===== src/rtl/cim_pkg.sv =====
// Shared definitions for the completion interrupt moderator.
// Assumes control words are three bits wide with a fixed field layout.
package cim_pkg;
    timeunit 1ns;
    timeprecision 1ps;

    // Width of a timer control word.
    localparam int CTL_W = 3;

    // Control word as written: bit 2 tick select, bit 1 enable, bit 0 clear.
    typedef struct packed {
        logic tsel;
        logic en;
        logic clr;
    } cim_ctl_t;

    // Stored configuration of one timer.
    typedef struct packed {
        logic en;
        logic tsel;
    } cim_cfg_t;
endpackage


===== src/rtl/cim_timer.sv =====
// One moderation timer: control and threshold registers plus a saturating
// counter. IDLE_MODE=1 restarts the count on each completion (idle gap);
// IDLE_MODE=0 lets it run from the first pending cycle (burst limit).
// Assumes the release input resets the count in the cycle it is high.
module cim_timer #(
    parameter int THR_W     = 16,
    parameter bit IDLE_MODE = 1'b0
) (
    input  logic                     clk,
    input  logic                     rst_n,
    input  logic                     ctl_we,
    input  logic [cim_pkg::CTL_W-1:0] ctl_wdata,
    input  logic                     thr_we,
    input  logic [THR_W-1:0]         thr_wdata,
    input  logic                     usec_tick,
    input  logic                     pending,
    input  logic                     cmpl,
    input  logic                     release_i,
    output logic                     active_o,
    output logic                     expired_o
);
    timeunit 1ns;
    timeprecision 1ps;
    import cim_pkg::*;

    cim_ctl_t          wr_ctl;
    cim_cfg_t          cfg_q;
    logic [THR_W-1:0]  thr_q;
    logic [THR_W-1:0]  cnt_q;
    logic              tick;
    logic              reached;
    logic              restart;
    logic              wipe;

    assign wr_ctl = cim_ctl_t'(ctl_wdata);

    // Control register: a clear write dominates and stops the timer.
    always_ff @(posedge clk) begin
        if (!rst_n) begin
            cfg_q <= '0;
        end else if (ctl_we) begin
            if (wr_ctl.clr) begin
                cfg_q <= '0;
            end else begin
                cfg_q.en   <= wr_ctl.en;
                cfg_q.tsel <= wr_ctl.tsel;
            end
        end
    end

    // Threshold register, in tick units.
    always_ff @(posedge clk) begin
        if (!rst_n) begin
            thr_q <= '0;
        end else if (thr_we) begin
            thr_q <= thr_wdata;
        end
    end

    // Tick source selection: core clock or external microsecond pulse.
    assign tick     = cfg_q.tsel ? usec_tick : 1'b1;
    assign active_o = cfg_q.en && (thr_q != '0);
    assign reached  = (cnt_q >= thr_q);

    // Variant selection: idle timers restart and hold off on a completion.
    generate
        if (IDLE_MODE) begin : g_idle
            assign restart = cmpl;
        end else begin : g_burst
            assign restart = 1'b0;
        end
    endgenerate

    assign wipe      = (ctl_we && wr_ctl.clr) || release_i || restart || !active_o;
    assign expired_o = active_o && pending && reached && !restart;

    // Counter: zeroed on clear, release, restart or inactivity; else counts ticks.
    always_ff @(posedge clk) begin
        if (!rst_n) begin
            cnt_q <= '0;
        end else if (wipe) begin
            cnt_q <= '0;
        end else if (pending && tick && !reached) begin
            cnt_q <= cnt_q + THR_W'(1);
        end
    end
endmodule


===== src/rtl/cim_fill_watch.sv =====
// Early-warning detector: one-cycle pulse when the fill level first reaches
// the limit after having been below it. Assumes fill and limit are unsigned.
module cim_fill_watch #(
    parameter int FILL_W = 12
) (
    input  logic              clk,
    input  logic              rst_n,
    input  logic [FILL_W-1:0] fill,
    input  logic [FILL_W-1:0] limit,
    output logic              warn_o
);
    timeunit 1ns;
    timeprecision 1ps;

    logic above;
    logic above_q;
    logic warn_q;

    assign above = (fill >= limit);

    // Edge detection on the above-limit condition.
    always_ff @(posedge clk) begin
        if (!rst_n) begin
            above_q <= 1'b0;
            warn_q  <= 1'b0;
        end else begin
            above_q <= above;
            warn_q  <= above && !above_q;
        end
    end

    assign warn_o = warn_q;
endmodule


===== src/rtl/cmpl_irq_moderator.sv =====
// Completion interrupt moderator for one direction. Holds completions
// pending until the burst or idle timer expires, then emits a one-cycle
// done pulse; passes completions straight through when neither timer is
// active. The early-warning path is independent of the moderation.
// Assumes cmpl_i is one completion per high cycle.
module cmpl_irq_moderator #(
    parameter int THR_W  = 16,
    parameter int FILL_W = 12
) (
    input  logic                      clk,
    input  logic                      rst_n,
    input  logic                      cmpl_i,
    input  logic                      usec_tick_i,
    input  logic                      brst_ctl_we_i,
    input  logic [cim_pkg::CTL_W-1:0] brst_ctl_i,
    input  logic                      brst_thr_we_i,
    input  logic [THR_W-1:0]          brst_thr_i,
    input  logic                      idle_ctl_we_i,
    input  logic [cim_pkg::CTL_W-1:0] idle_ctl_i,
    input  logic                      idle_thr_we_i,
    input  logic [THR_W-1:0]          idle_thr_i,
    input  logic [FILL_W-1:0]         fill_i,
    input  logic [FILL_W-1:0]         fill_limit_i,
    output logic                      done_irq_o,
    output logic                      early_irq_o
);
    timeunit 1ns;
    timeprecision 1ps;

    logic brst_active, brst_exp;
    logic idle_active, idle_exp;
    logic moderating;
    logic release_w;
    logic pending_q;
    logic done_q;

    cim_timer #(.THR_W(THR_W), .IDLE_MODE(1'b0)) u_brst (
        .clk(clk), .rst_n(rst_n),
        .ctl_we(brst_ctl_we_i), .ctl_wdata(brst_ctl_i),
        .thr_we(brst_thr_we_i), .thr_wdata(brst_thr_i),
        .usec_tick(usec_tick_i), .pending(pending_q), .cmpl(cmpl_i),
        .release_i(release_w), .active_o(brst_active), .expired_o(brst_exp)
    );

    cim_timer #(.THR_W(THR_W), .IDLE_MODE(1'b1)) u_idle (
        .clk(clk), .rst_n(rst_n),
        .ctl_we(idle_ctl_we_i), .ctl_wdata(idle_ctl_i),
        .thr_we(idle_thr_we_i), .thr_wdata(idle_thr_i),
        .usec_tick(usec_tick_i), .pending(pending_q), .cmpl(cmpl_i),
        .release_i(release_w), .active_o(idle_active), .expired_o(idle_exp)
    );

    cim_fill_watch #(.FILL_W(FILL_W)) u_fill (
        .clk(clk), .rst_n(rst_n),
        .fill(fill_i), .limit(fill_limit_i), .warn_o(early_irq_o)
    );

    // Release decision: a timer expiry, or pass-through / drain when idle.
    assign moderating = brst_active || idle_active;
    assign release_w  = brst_exp || idle_exp || (!moderating && (cmpl_i || pending_q));

    // Pending flag: set by a moderated completion, cleared by a release.
    always_ff @(posedge clk) begin
        if (!rst_n) begin
            pending_q <= 1'b0;
        end else if (release_w) begin
            pending_q <= 1'b0;
        end else if (cmpl_i && moderating) begin
            pending_q <= 1'b1;
        end
    end

    // Registered done pulse.
    always_ff @(posedge clk) begin
        if (!rst_n) begin
            done_q <= 1'b0;
        end else begin
            done_q <= release_w;
        end
    end

    assign done_irq_o = done_q;
endmodule


===== config.mk =====
export PLATFORM = sky130hd
export DESIGN_NAME = cmpl_irq_moderator
export DESIGN_NICKNAME = d
export VERILOG_FILES = /design/src/rtl/cim_pkg.sv /design/src/rtl/cim_timer.sv /design/src/rtl/cim_fill_watch.sv /design/src/rtl/cmpl_irq_moderator.sv
export SDC_FILE = /design/constraint.sdc
export NUM_CORES = 1
export LEC_CHECK = 0
export ABC_AREA = 1
export BUFFER_PORTS_ARGS = -buffer_cell sky130_fd_sc_hd__clkbuf_2
export CELL_PAD_IN_SITES_DETAIL_PLACEMENT = 0
export CELL_PAD_IN_SITES_GLOBAL_PLACEMENT = 2
export CORE_UTILIZATION = 29
export CTS_BUF_LIST = sky130_fd_sc_hd__clkbuf_4
export CTS_CLUSTER_DIAMETER = 150
export DETAILED_ROUTE_END_ITERATION = 10
export GPL_TIMING_DRIVEN = 0
export PLACE_DENSITY = 0.75
export SLEW_MARGIN = 0
export SYNTH_ARGS = -nofsm -noshare
export SYNTH_HDL_FRONTEND = slang
export SYNTH_SLANG_ARGS = --single-unit

===== constraint.sdc =====
create_clock -name clk -period 1.7 [get_ports clk]
set_input_delay 0.085 -clock clk [delete_from_list [all_inputs] [get_ports clk]]
set_output_delay 0.085 -clock clk [all_outputs]
set_load 0.02 [all_outputs]

==> key figures <==
Worst hold path
  – Min-Delay Path Class: input port to register
  – Hold depth: 4
  – Hold Path Origin: brst_thr_we_i
  – Min-Delay Endpoint: u_brst.thr_q[1]

STA
  – Skew final: 0.0159 ns
  – Final Hold Slack: between 0.03 and 0.04 ns
  – Final hold violations: 0
  – Slew HR: 0.615
  – Highest Clock Rate: 0.510 GHz
  – # setup viols final: 34
  – Min Tclk post-route: 1.96 ns
  – Fin. max-slew vios: 0
  – RSZ-0062 raised after global routing: true
  – Tcrit/Tclk final: 1.15
  – Final worst setup slack: -0.260 ns
  – Worst slew pin tran: slightly below 0.6 ns

Worst setup path
  – CP max FO: 10
  – CP endpoint kind: register
  – R2r worst-path depth: 14
  – Critical path class: register to register
  – Top cell by count, worst path: nand2_1
  – CP Launch Type: register
  – Flop2flop setup slack: -0.26 ns
  – FF-to-FF Start: u_idle.cnt_q[2]
  – Slowest stage delay, CP: 0.38 ns
  – CP Cell Sequence: ha_1, nand2_1, inv_1, nand2_1, nand2_1, nand2_1, nand2_2, nand2_2, nand2_4, a21oi_4, buf_6, nand4_4, buf_12, nor2_2
  – Crit-path slowest cell: dfxtp_2
  – WP data required: 2.08 ns
  – Crit Reg-Reg Endpoint: u_idle.cnt_q[13]
  – CP arrival: 2.34 ns

Power
  – PD cells: 554 nW/um2
  – Maximum vdd ir drop: 0.000259 V
  – Leakage: around 2.9 nW

Route
  – Remaining DRCs: 0
  – Via count: 4,748
  – Post-DRT Antenna Nets: 0
  – Starting DRT DRC Count: 171
  – Avg WL per Cell: 12.9 um
  – Vias per cell: 4.43
  – Final WL: about 14 mm
  – Drt pass-1 iters: 5

Clocking
  – # clock sinks: between 70 and 80
  – Max Root-Sink Buffers: 2
  – CTS tree: yes
  – CTS HTree Levels: 3
  – Num CTS Buffers: 9
  – CTS root buf: clkbuf_4
  – Skew-Pair Late Insertion Delay: 0.44 ns
  – Clock transition at path regs: 0.13 ns

Run
  – Max Cap Viol: 0

Logic synthesis
  – Netlist cell types: 28
  – Synth warn: 0
  – Cell with the most instances after synthesis: inv_1
  – Seq/Total Area, Yosys: 0.305
  – Mapped Cells: 699
  – Synthesized net count: 815
  – Post-synth top area share: 0.305
  – Synth top cells by count: inv_1 (128), nand2_1 (125), nor2_1 (90)
  – Flops & latches, synth: 72
  – Main flop type after synthesis: dfxtp_1
  – Synth Area per Inst: 6.77 um2
  – Post-synth top area cell: dfxtp_1
  – EDFF count, synth: 0
  – Mapped cell area: about 4700 um2
  – Asr flop ratio synth: 0
  – Largest cells by area after synthesis: dfxtp_1 (30%), ha_1 (12%), inv_1 (10%)

Run status
  – Status: finished, violations left
  – Failing checks: negative setup slack

Finish
  – Filler instances: roughly 1,700
  – Layout cells sized above 1: 0.280
  – Area Growth Syn to Fin: 40.5%
  – Final #Nets: 966
  – Core Util, Final: 0.419

Die
  – Die H: 130 um
  – Core area: around 16,000 um2
  – Num ports: 72
  – Die X: 130 um
  – Initial Util: 0.298
  – Die area: 16,800 um2
  – # rows: 46

Place
  – Gpl congestion: 0.825
  – I/O Buffers: 70
  – Post-DP HPWL: 10.3 mm

Global route
  – Gr ovfl total: 0
  – Vias in the first global route: 4,666
  – Global-route wire length before repair: 22.5 mm
  – Initial antenna violation count: 1
  – GRT Total Usage: 0.174
  – Largest net degree at the start of global routing: 13
## through the flow
step	power [W]	setup slack [ns]	TNS [ns]	area [um2]	instances
after floorplan	0.00213	-0.00930	-0.138	4790	699
after global placement	0.00232	-0.413	-11.42	5410	985
after detailed placement	0.00233	-0.431	-12.09	5410	985
after CTS	0.00373	-0.284	-8.73	6480	1069
after global routing	0.00390	-0.409	-12.59	6650	1072
final	0.00368	-0.260	-7.86	6650	1072
## worst max path at each step
stage                          startpoint          endpoint  slack [ns]  cells past startpoint
after global placement    u_idle.cnt_q[4]  u_brst.cnt_q[10]       -0.41                     13
final                     u_idle.cnt_q[2]  u_idle.cnt_q[13]       -0.26                     14
after detailed placement  u_idle.cnt_q[4]   u_idle.cnt_q[7]       -0.43                     13
after global routing      u_idle.cnt_q[5]   u_idle.cnt_q[7]       -0.41                     14
after CTS                 u_idle.cnt_q[5]   u_brst.cnt_q[5]       -0.28                     13
after floorplan           u_idle.cnt_q[6]   u_brst.cnt_q[6]      -0.009                     13
## power by group
group,internal (W),switching (W),leakage (nW)
registers,0.00174,0.0000299,0.606
clock network,0.000584,0.000662,0.0831
logic,0.000312,0.000354,2.21
## worst max-delay path, delay by kind of cell (launching register included)
family          cells  cell delay, ns
compound gates      1            0.20
buf+inv             3            0.36
simple gates        9            0.65
flops               1            0.38
fa+ha+maj           1            0.31
## area by class of cell
type                    count  area (um2)  area share
flip-flops and latches     72        1500       0.226
plain buffers              18         140      0.0211
clock inverters             7        86.3      0.0130
diodes                      1        2.50    0.000376
multi-input cells         480        3040       0.457
clock buffers               9        67.6      0.0102
well taps                 216         270      0.0406
repair buffers            140        1050       0.158
inverters                 129         487      0.0732
## kinds of logic (layout without fill, tap and decap cells)
kind of cell / count (synthesis) / count (layout) / share of synthesized area
AND/OR/NAND/NOR: 305 / 305 / 0.284
adder cells (fa/ha/maj): 46 / 46 / 0.122
other: 0 / 1 / 0
AO/OA/AOI/OAI: 99 / 99 / 0.109
flip-flops: 72 / 72 / 0.305
XOR/XNOR: 30 / 30 / 0.0555
buffers and inverters: 147 / 303 / 0.125
## state kept, by name, summed over array words and instances, names as in the netlist
signal and cells:
done_irq_o 1, u_fill.warn_o 1, u_idle.thr_q 16, u_fill.above_q 1, pending_q 1, u_brst.thr_q 16
u_brst.cnt_q 16, u_brst.cfg_q 2, u_idle.cfg_q 2, u_idle.cnt_q 16
## layout by cell type, fill, tap and decap left out, types with 3 or more instances in the layout
master and n:
nor2_1 74, dlygate4sd3_1 49, nor3_1 12, a21oi_2 10
dfxtp_2 28, inv_2 10, nand2_2 7, o21ai_0 34
nand3_2 3, clkbuf_4 10, buf_4 15, a21oi_1 49
ha_4 13, dfxtp_1 37, clkbuf_2 70, nand2_1 118
xnor2_1 9, nor3_2 4, buf_6 7, clkbuf_1 9
nand3_1 40, clkinv_2 3, ha_1 33, xor2_1 21
nor2_2 24, nand4_1 7, dfxtp_4 7, nor2_4 12
inv_1 118
## routing by layer
metal,share of wire,vias up,global-route usage
li1,-,2507,-
met1,0.48,2107,0.233
met2,0.44,116,0.278
met3,0.059,18,0.0303
met4,0.018,0,0.0643
met5,0,-,0
## timing repair
item / CTS / global route
hold buffers: 49 / 0
pin swaps: 10 / 4
gates resized for setup: 72 / 50
cloned: 3 / 0
setup endpoints to repair: 34 / 35
buffers inserted: 16 / 2
endpoints found under the hold margin: 37 / 0
(Power assumes the default switching activity.)
